<file path="src/rtl/hcube_pkg.sv">
package hcube_pkg;
  // isolate the lowest set bit of a vector (priority pick, bit 0 first)
  function automatic logic [31:0] iso_low(input logic [31:0] v);
    return v & (~v + 32'd1);
  endfunction
endpackage

</file>
<file path="src/rtl/hcube_inbuf.sv">
module hcube_inbuf #(
  parameter int DIM = 3,
  parameter int DW  = 8
) (
  input  logic           clk,
  input  logic           rst,
  input  logic           in_valid,
  output logic           in_ready,
  input  logic [DIM-1:0] in_dest,
  input  logic [DW-1:0]  in_data,
  input  logic           pop,
  output logic           held,
  output logic [DIM-1:0] h_dest,
  output logic [DW-1:0]  h_data
);
  assign in_ready = !held || pop;

  always_ff @(posedge clk) begin
    if (rst)                        held <= 1'b0;
    else if (in_valid && in_ready)  held <= 1'b1;
    else if (pop)                   held <= 1'b0;
  end

  always_ff @(posedge clk) begin
    if (in_valid && in_ready) begin
      h_dest <= in_dest;
      h_data <= in_data;
    end
  end
endmodule

</file>
<file path="src/rtl/hcube_route.sv">
module hcube_route
  import hcube_pkg::*;
#(
  parameter int DIM = 3
) (
  input  logic           valid,
  input  logic [DIM-1:0] self_id,
  input  logic [DIM-1:0] dest,
  output logic [DIM:0]   req
);
  logic [DIM-1:0] diff;
  logic [31:0]    low;

  assign diff = dest ^ self_id;
  assign low  = iso_low(32'(diff));
  assign req[DIM-1:0] = valid ? low[DIM-1:0] : '0;
  assign req[DIM]     = valid && (diff == '0);
endmodule

</file>
<file path="src/rtl/hcube_outarb.sv">
module hcube_outarb
  import hcube_pkg::*;
#(
  parameter int P = 4
) (
  input  logic         free,
  input  logic [P-1:0] req,
  output logic [P-1:0] gnt
);
  logic [31:0] low;

  assign low = iso_low(32'(req));
  assign gnt = free ? low[P-1:0] : '0;
endmodule

</file>
<file path="src/rtl/hcube_node.sv">
module hcube_node #(
  parameter int DIM = 3,
  parameter int DW  = 8
) (
  input  logic                   clk,
  input  logic                   rst,
  input  logic [DIM-1:0]         self_id,
  input  logic [DIM:0]           in_valid,
  output logic [DIM:0]           in_ready,
  input  logic [(DIM+1)*DIM-1:0] in_dest,
  input  logic [(DIM+1)*DW-1:0]  in_data,
  output logic [DIM:0]           out_valid,
  input  logic [DIM:0]           out_ready,
  output logic [(DIM+1)*DIM-1:0] out_dest,
  output logic [(DIM+1)*DW-1:0]  out_data
);
  localparam int P = DIM + 1;

  logic [P-1:0]   held;
  logic [P-1:0]   pop;
  logic [DIM-1:0] h_dest [P];
  logic [DW-1:0]  h_data [P];
  logic [P-1:0]   req    [P];   // req[input][output]
  logic [P-1:0]   gnt    [P];   // gnt[output][input]

  for (genvar i = 0; i < P; i++) begin : g_in
    hcube_inbuf #(.DIM(DIM), .DW(DW)) u_buf (
      .clk      (clk),
      .rst      (rst),
      .in_valid (in_valid[i]),
      .in_ready (in_ready[i]),
      .in_dest  (in_dest[i*DIM +: DIM]),
      .in_data  (in_data[i*DW +: DW]),
      .pop      (pop[i]),
      .held     (held[i]),
      .h_dest   (h_dest[i]),
      .h_data   (h_data[i])
    );

    hcube_route #(.DIM(DIM)) u_rt (
      .valid   (held[i]),
      .self_id (self_id),
      .dest    (h_dest[i]),
      .req     (req[i])
    );
  end

  always_comb begin
    pop = '0;
    for (int o = 0; o < P; o++)
      for (int i = 0; i < P; i++)
        pop[i] = pop[i] | gnt[o][i];
  end

  for (genvar o = 0; o < P; o++) begin : g_out
    logic [P-1:0]   col;
    logic           free;
    logic           vld_q;
    logic [DIM-1:0] dst_q, dst_n;
    logic [DW-1:0]  dat_q, dat_n;

    always_comb begin
      for (int i = 0; i < P; i++) col[i] = req[i][o];
    end

    assign free = !vld_q || out_ready[o];

    hcube_outarb #(.P(P)) u_arb (
      .free (free),
      .req  (col),
      .gnt  (gnt[o])
    );

    always_comb begin
      dst_n = '0;
      dat_n = '0;
      for (int i = 0; i < P; i++) begin
        if (gnt[o][i]) begin
          dst_n = h_dest[i];
          dat_n = h_data[i];
        end
      end
    end

    always_ff @(posedge clk) begin
      if (rst)       vld_q <= 1'b0;
      else if (free) vld_q <= |gnt[o];
    end

    always_ff @(posedge clk) begin
      if (|gnt[o]) begin
        dst_q <= dst_n;
        dat_q <= dat_n;
      end
    end

    assign out_valid[o]            = vld_q;
    assign out_dest[o*DIM +: DIM]  = dst_q;
    assign out_data[o*DW +: DW]    = dat_q;
  end
endmodule

</file>
<file path="config.mk">
export PLATFORM = sky130hd
export DESIGN_NAME = hcube_node
export DESIGN_NICKNAME = d
export VERILOG_FILES = /design/src/rtl/hcube_pkg.sv /design/src/rtl/hcube_inbuf.sv /design/src/rtl/hcube_route.sv /design/src/rtl/hcube_outarb.sv /design/src/rtl/hcube_node.sv
export SDC_FILE = /design/constraint.sdc
export NUM_CORES = 1
export LEC_CHECK = 0
export ABC_AREA = 1
export BUFFER_PORTS_ARGS = -buffer_cell sky130_fd_sc_hd__buf_2
export CAP_MARGIN = 15
export CELL_PAD_IN_SITES_DETAIL_PLACEMENT = 1
export CELL_PAD_IN_SITES_GLOBAL_PLACEMENT = 1
export CORE_MARGIN = 1.5
export CORE_UTILIZATION = 25
export CTS_BUF_LIST = sky130_fd_sc_hd__clkbuf_16
export DETAILED_ROUTE_END_ITERATION = 6
export HOLD_SLACK_MARGIN = 0.08
export PLACE_DENSITY = 0.6
export SLEW_MARGIN = 40
export SYNTH_ARGS = -nofsm -noshare
export SYNTH_HDL_FRONTEND = slang
export SYNTH_SLANG_ARGS = --single-unit
</file>
<file path="constraint.sdc">
create_clock -name clk -period 5.3 [get_ports clk]
set_clock_uncertainty 0.2 [all_clocks]
set_input_delay 0.53 -clock clk [delete_from_list [all_inputs] [get_ports clk]]
set_output_delay 0.53 -clock clk [all_outputs]
set_load 0.05 [all_outputs]
</file>
=== Word-level counts from Yosys, hierarchy flattened ===
Index checks and enable logic that the tools add are counted.

* Word-level logic and storage cells: 148
* Register bits after elaboration: 96
* Output and inout bits: 52

* $add $sub $neg: 8
* Reduce and logical (&&, ||, !) cells: 36
* Muxes and demuxes: 48
* Bitwise logic cells: 32

{| class="wikitable"
|+ Operator list
! cell !! count
|-
| $mux 8 || 16
|-
| $mux 3 || 20
|-
| $add 4x1->4 const B || 4
|-
| $and 4x4->4 || 4
|-
| $mux 4 || 4
|-
| $not 4->4 || 4
|-
| $reduce_or 4->1 || 4
|-
| $add 3x1->3 const B || 4
|-
| $and 3x3->3 || 4
|-
| $logic_not 3->1 || 4
|-
| $not 3->3 || 4
|-
| $or 1x1->1 || 12
|-
| $xor 3x3->3 || 4
|-
| $logic_and 1x1->1 || 8
|-
| $logic_not 1->1 || 8
|-
| $logic_or 1x1->1 || 8
|-
| $mux 1 || 8
|-
| $reduce_bool 2->1 || 4
|}

=== Longest topological paths before layout ===
* Depth after elaboration: 15
* Mapped depth: 12
* Mapped depth without buffers: 11

=== Modules after synthesis ===
A second synthesis with hierarchy kept.

* Cells, all modules: 654
* Area total of the unflattened synthesis: 5270.1 sq um

{| class="wikitable"
|+ Modules (own cells, without submodules)
! module !! instances !! cells an instance !! area each (sq um) !! seq. area each (sq um)
|-
| hcube_node || 1 || 446 || 3213.1 || 1401.3
|-
| hcube_inbuf || 4 || 17 || 377.9 || 350.3
|-
| hcube_route || 4 || 25 || 98.8 || 0.0
|-
| hcube_outarb || 4 || 10 || 37.5 || 0.0
|}

=== Least setup slack after synthesis ===
No wires, ideal clock.

* Path kind: input-to-reg
* Start: input port self_id[2]
* End: register g_out[3].dat_q[0] (enable)
* Arrival: 2.124 ns
* Cell stages on the path: 9
* Path slack: 2.582 ns
* Path buffers: 1
* Data required time: 4.706 ns
* Setup time: 0.394 ns
* Path through: buf_4 > inv_1 > nand2_1 > nand2_1 > nand2_1 > nor2_1 > nor2_2 > and2_1 > o21ai_0

* Word-level cells in the longest chain between the ends: 8

{| class="wikitable"
|+ Ends and longest elaborated chain
! what !! RTL line !! text
|-
| from (decl) || hcube_node.sv:7 || <nowiki>input logic [DIM-1:0] self_id,</nowiki>
|-
| $xor 3x3->3 || hcube_route.sv:14 || <nowiki>assign diff = dest ^ self_id;</nowiki>
|-
| $logic_not 3->1 || hcube_route.sv:17 || <nowiki>assign req[DIM] = valid && (diff == '0);</nowiki>
|-
| $logic_and 1x1->1 || hcube_route.sv:17 ||
|-
| $not 4->4 || hcube_pkg.sv:4 || <nowiki>return v & (~v + 32'd1);</nowiki>
|-
| $add 4x1->4 || hcube_pkg.sv:4 ||
|-
| $and 4x4->4 * || hcube_pkg.sv:4 ||
|-
| $mux 4 * || hcube_outarb.sv:13 || <nowiki>assign gnt = free ? low[P-1:0] : '0;</nowiki>
|-
| $reduce_or 4->1 * || hcube_node.sv:91 || <nowiki>if (|gnt[o]) begin</nowiki>
|-
| to (signal assigned) || hcube_node.sv:93 || <nowiki>dat_q <= dat_n;</nowiki>
|-
| to (decl) || hcube_node.sv:60 || <nowiki>logic [DW-1:0] dat_q, dat_n;</nowiki>
|}

Every way passes the cells marked *; elsewhere a longest branch is shown, timed or not.
A chain may end at the register's enable or synchronous reset.

=== Worst setup path in the final report ===
* Start: register g_in[0].u_buf.h_dest[0]
* End: output port in_ready[3]

* Word-level cells in the longest chain between the ends: 13

{| class="wikitable"
|+ Ends and longest elaborated chain
! what !! RTL line !! text
|-
| from (decl) || hcube_inbuf.sv:13 || <nowiki>output logic [DIM-1:0] h_dest,</nowiki>
|-
| from (signal assigned) || hcube_inbuf.sv:26 || <nowiki>h_dest <= in_dest;</nowiki>
|-
| $xor 3x3->3 * || hcube_route.sv:14 ||
|-
| $not 3->3 || hcube_pkg.sv:4 ||
|-
| $add 3x1->3 || hcube_pkg.sv:4 ||
|-
| $and 3x3->3 || hcube_pkg.sv:4 ||
|-
| $mux 3 || hcube_route.sv:16 || <nowiki>assign req[DIM-1:0] = valid ? low[DIM-1:0] : '0;</nowiki>
|-
| $not 4->4 || hcube_pkg.sv:4 ||
|-
| $add 4x1->4 || hcube_pkg.sv:4 ||
|-
| $and 4x4->4 || hcube_pkg.sv:4 ||
|-
| $mux 4 || hcube_outarb.sv:13 ||
|-
| $or 1x1->1 (2 in a row) || hcube_node.sv:52 || <nowiki>pop[i] = pop[i] | gnt[o][i];</nowiki>
|-
| $or 1x1->1 * || hcube_node.sv:52 ||
|-
| $logic_or 1x1->1 * || hcube_inbuf.sv:16 || <nowiki>assign in_ready = !held || pop;</nowiki>
|-
| to (decl) || hcube_node.sv:9 || <nowiki>output logic [DIM:0] in_ready,</nowiki>
|}

Marked as above.

==> summary.md <==
| Metric | Value |
|---|---|
| Pwr Total | `2.00 mW` |
| Number of synthesized register bits | `96` |
| Post-Synth Adder-Cell Area | `0` |
| Via density | `4.56` |
| PD cells | `344 nW/µm²` |
| Sink Count | `96` |
| Skew-Pair Late Insertion Delay | `0.36 ns` |
| Asr flop ratio synth | `0` |
| Initial Util | `0.257` |
| Slew Limit Fails | `0` |
| Hold slack | `0.145 ns` |
| Final instance area | `5810 µm²` |
| Minimum clock period | `roughly 3.3 ns` |
| Final Core Density | `0.308` |
| Layout area overhead | `20.0%` |
| Simple-gate share of the synthesized area | `0.214` |
| Hold Violations, Final | `0` |
| Chip width | `142 µm` |
| Most frequent cells in the layout | `nand2_1, buf_2, edfxtp_1, inv_1, nor2_1` |
| Max Root-Sink Buffers | `2` |
| Compound-cell area share of the yosys netlist | `0.118` |
| Post-synthesis mux area share | `0` |
| Largest family of logic cells by synthesized area | `simple AND/OR/NAND/NOR gates` |
| CTS tree | `done` |
| Initial DRC count | `316` |
| Syn Nets | `556` |
| RSZ-0062 raised after global routing | `false` |
| Worst-path maximum fanout | `11` |
| Synth Area in XOR/XNOR | `0.00181` |
| Fin nets | `654` |
| Slew @ Worst Pin | `0.722 ns` |
| Resized Gates After CTS | `0` |
| Final WS setup | `around 2.0 ns` |
| Tcrit/Tclk final | `0.619` |
| Reg2Reg Setup Slack | `2.42 ns` |
| Detailed placement HPWL | `approximately 13000 µm` |
| Crit path arrival time | `2.55 ns` |
| IO Count | `109` |
| Non-filler cells in the finished layout | `between 800 and 900` |
| Hold/Removal Path Class | `input pin to flip-flop` |
| GPL Wtd Cong | `0.865` |
| Setup violations, final | `0` |
| ANT nets after route | `0` |
| Fmax | `305 MHz` |
| Status | `finished clean` |
| Most used DFF post-synth | `edfxtp_1` |
| Synth unique cells | `30` |
| Hold-fix buffers at CTS | `0` |
| Largest net degree at the start of global routing | `16` |
| Sequential element share of the synthesized area | `0.579` |
| Antenna Cells | `0` |
| Most common cell after layout, fill and taps aside | `nand2_1` |
| Post-Syn Area | `between 4000 and 5000 µm²` |
| Cell Count Post-Placement | `845` |
| Worst setup SP type | `flip-flop` |
| Global-route usage over all layers | `0.169` |
| Rel. slew slack | `0.517` |
| Worst setup EP type | `output pin` |
| Post-detailed-route wirelength per cell | `19.1 µm` |
| Data required, critical path | `4.57 ns` |
| Post-Syn Instances | `499` |
| Peak supply drop | `166 µV` |
| Dpl cell area | `~5500 µm²` |
| Lkg Pwr | `2.39 nW` |
| Final wirelength | `16400 µm` |
| Vias in the first global route | `roughly 4100` |
| Drt pass-1 iters | `4` |
| Max-Cap Viols | `0` |
| YS warnings | `0` |
| PortBufs | `108` |
| Layout cell share with drive strength beyond 1 | `0.282` |
| DR DRC count | `0` |
| Clock root cell | `clkbuf_16` |
| Post-Place Worst Slack | `2.03 ns` |
| Core area | `18800 µm²` |
| First-pass GRT wire length | `25000 µm` |
| Post-CTS setup buffer count | `0` |
| Rows | `50` |
| Crit path kind | `flip-flop to output pin` |
| Die area | `20200 µm²` |
| DR vias | `3921` |
| Number of flops mapped to enable cells by yosys | `a little under 90` |
| Die height | `142 µm` |
| Initial antenna violation count | `0` |
| Worst-path clk slew | `0.07 ns` |
| Gr ovfl total | `0` |
| Final TNS setup | `0 ns` |
| Mean Syn Cell Area | `9.70 µm²` |
| H-tree Lvls | `3` |
| CTS Buf Count | `9` |
==> sequential cells by signal, summed over array words and instances, names as in the netlist <==
signal,flops
g_in.u_buf.h_data,32
g_in.u_buf.h_dest,12
g_in.u_buf.held,4
g_out.dat_q,32
g_out.dst_q,12
g_out.vld_q,4
==> where the power goes <==
| group | switching (mW) | internal (mW) |
|---|---|---|
| clock network | 0.279 | 0.314 |
| logic | 0.343 | 0.0965 |
| registers | 0.0451 | 0.920 |
==> cells in the mapped netlist, types with 2 or more instances <==
cell       count  area [µm²]
edfxtp_1      88        2640
a21oi_1       36         180
buf_6          6        67.6
inv_2          7        26.3
buf_2          3        15.0
dfxtp_1        8         160
o211ai_2       4        50.1
inv_1         53         199
nand3_2        8        80.1
o2111ai_1      9        78.8
nand2_1      114         428
nor2_1        55         206
nor2_2        13        81.3
nand2_2        6        37.5
buf_4         14         105
o21ai_0        4        20.0
o22ai_1        2        12.5
o211ai_1      29         218
nand3_1       25         125
nand4_1        5        31.3
==> layer usage <==
layer  up-vias  wire length (µm)  global-route usage
met4         0               314              0.0635
li1       1895                 -                   -
met1      1874              7340               0.232
met3        18              1200              0.0276
met2       134              7540               0.270
met5         -                 0                   0
==> layout make-up <==
| cell class | instances | area (µm²) |
|---|---|---|
| clock buffer | 9 | 225 |
| tap | 260 | 325 |
| multi-input combinational | 318 | 1620 |
| timing repair buffer | 111 | 567 |
| fill | 2188 | 13000 |
| sequential | 96 | 2800 |
| inverter | 61 | 229 |
| clock inverter | 5 | 33.8 |
==> logic make-up (layout without fill, tap and decap cells) <==
group / Yosys count / after routing
AO/OA/AOI/OAI: 86 / 86
AND/OR/NAND/NOR: 231 / 231
buffers and inverters: 85 / 186
flip-flops: 96 / 96
XOR/XNOR: 1 / 1
==> worst paths after layout <==
path | from | endpoint | depth (start not counted)
setup / recovery | g_in[0].u_buf.h_dest[0] | in_ready[3] | 10
hold / removal | in_dest[2] | g_in[0].u_buf.h_dest[2] | 1
setup reg to reg | g_in[2].u_buf.h_dest[0] | g_in[2].u_buf.h_data[4] | 10
hold reg to reg | g_in[3].u_buf.h_data[3] | g_out[0].dat_q[3] | 2
==> critical path, stage by stage, from the launching register on <==
cell and delay, ns:
edfxtp_1 0.53, inv_1 0.16, nand2_1 0.07, nand3_1 0.12
nand3_1 0.12, nor2_1 0.57, nor2_1 0.08, nand2_1 0.11
nor2_2 0.08, inv_1 0.09, buf_2 0.27
Power figures use the tool's default switching activity.
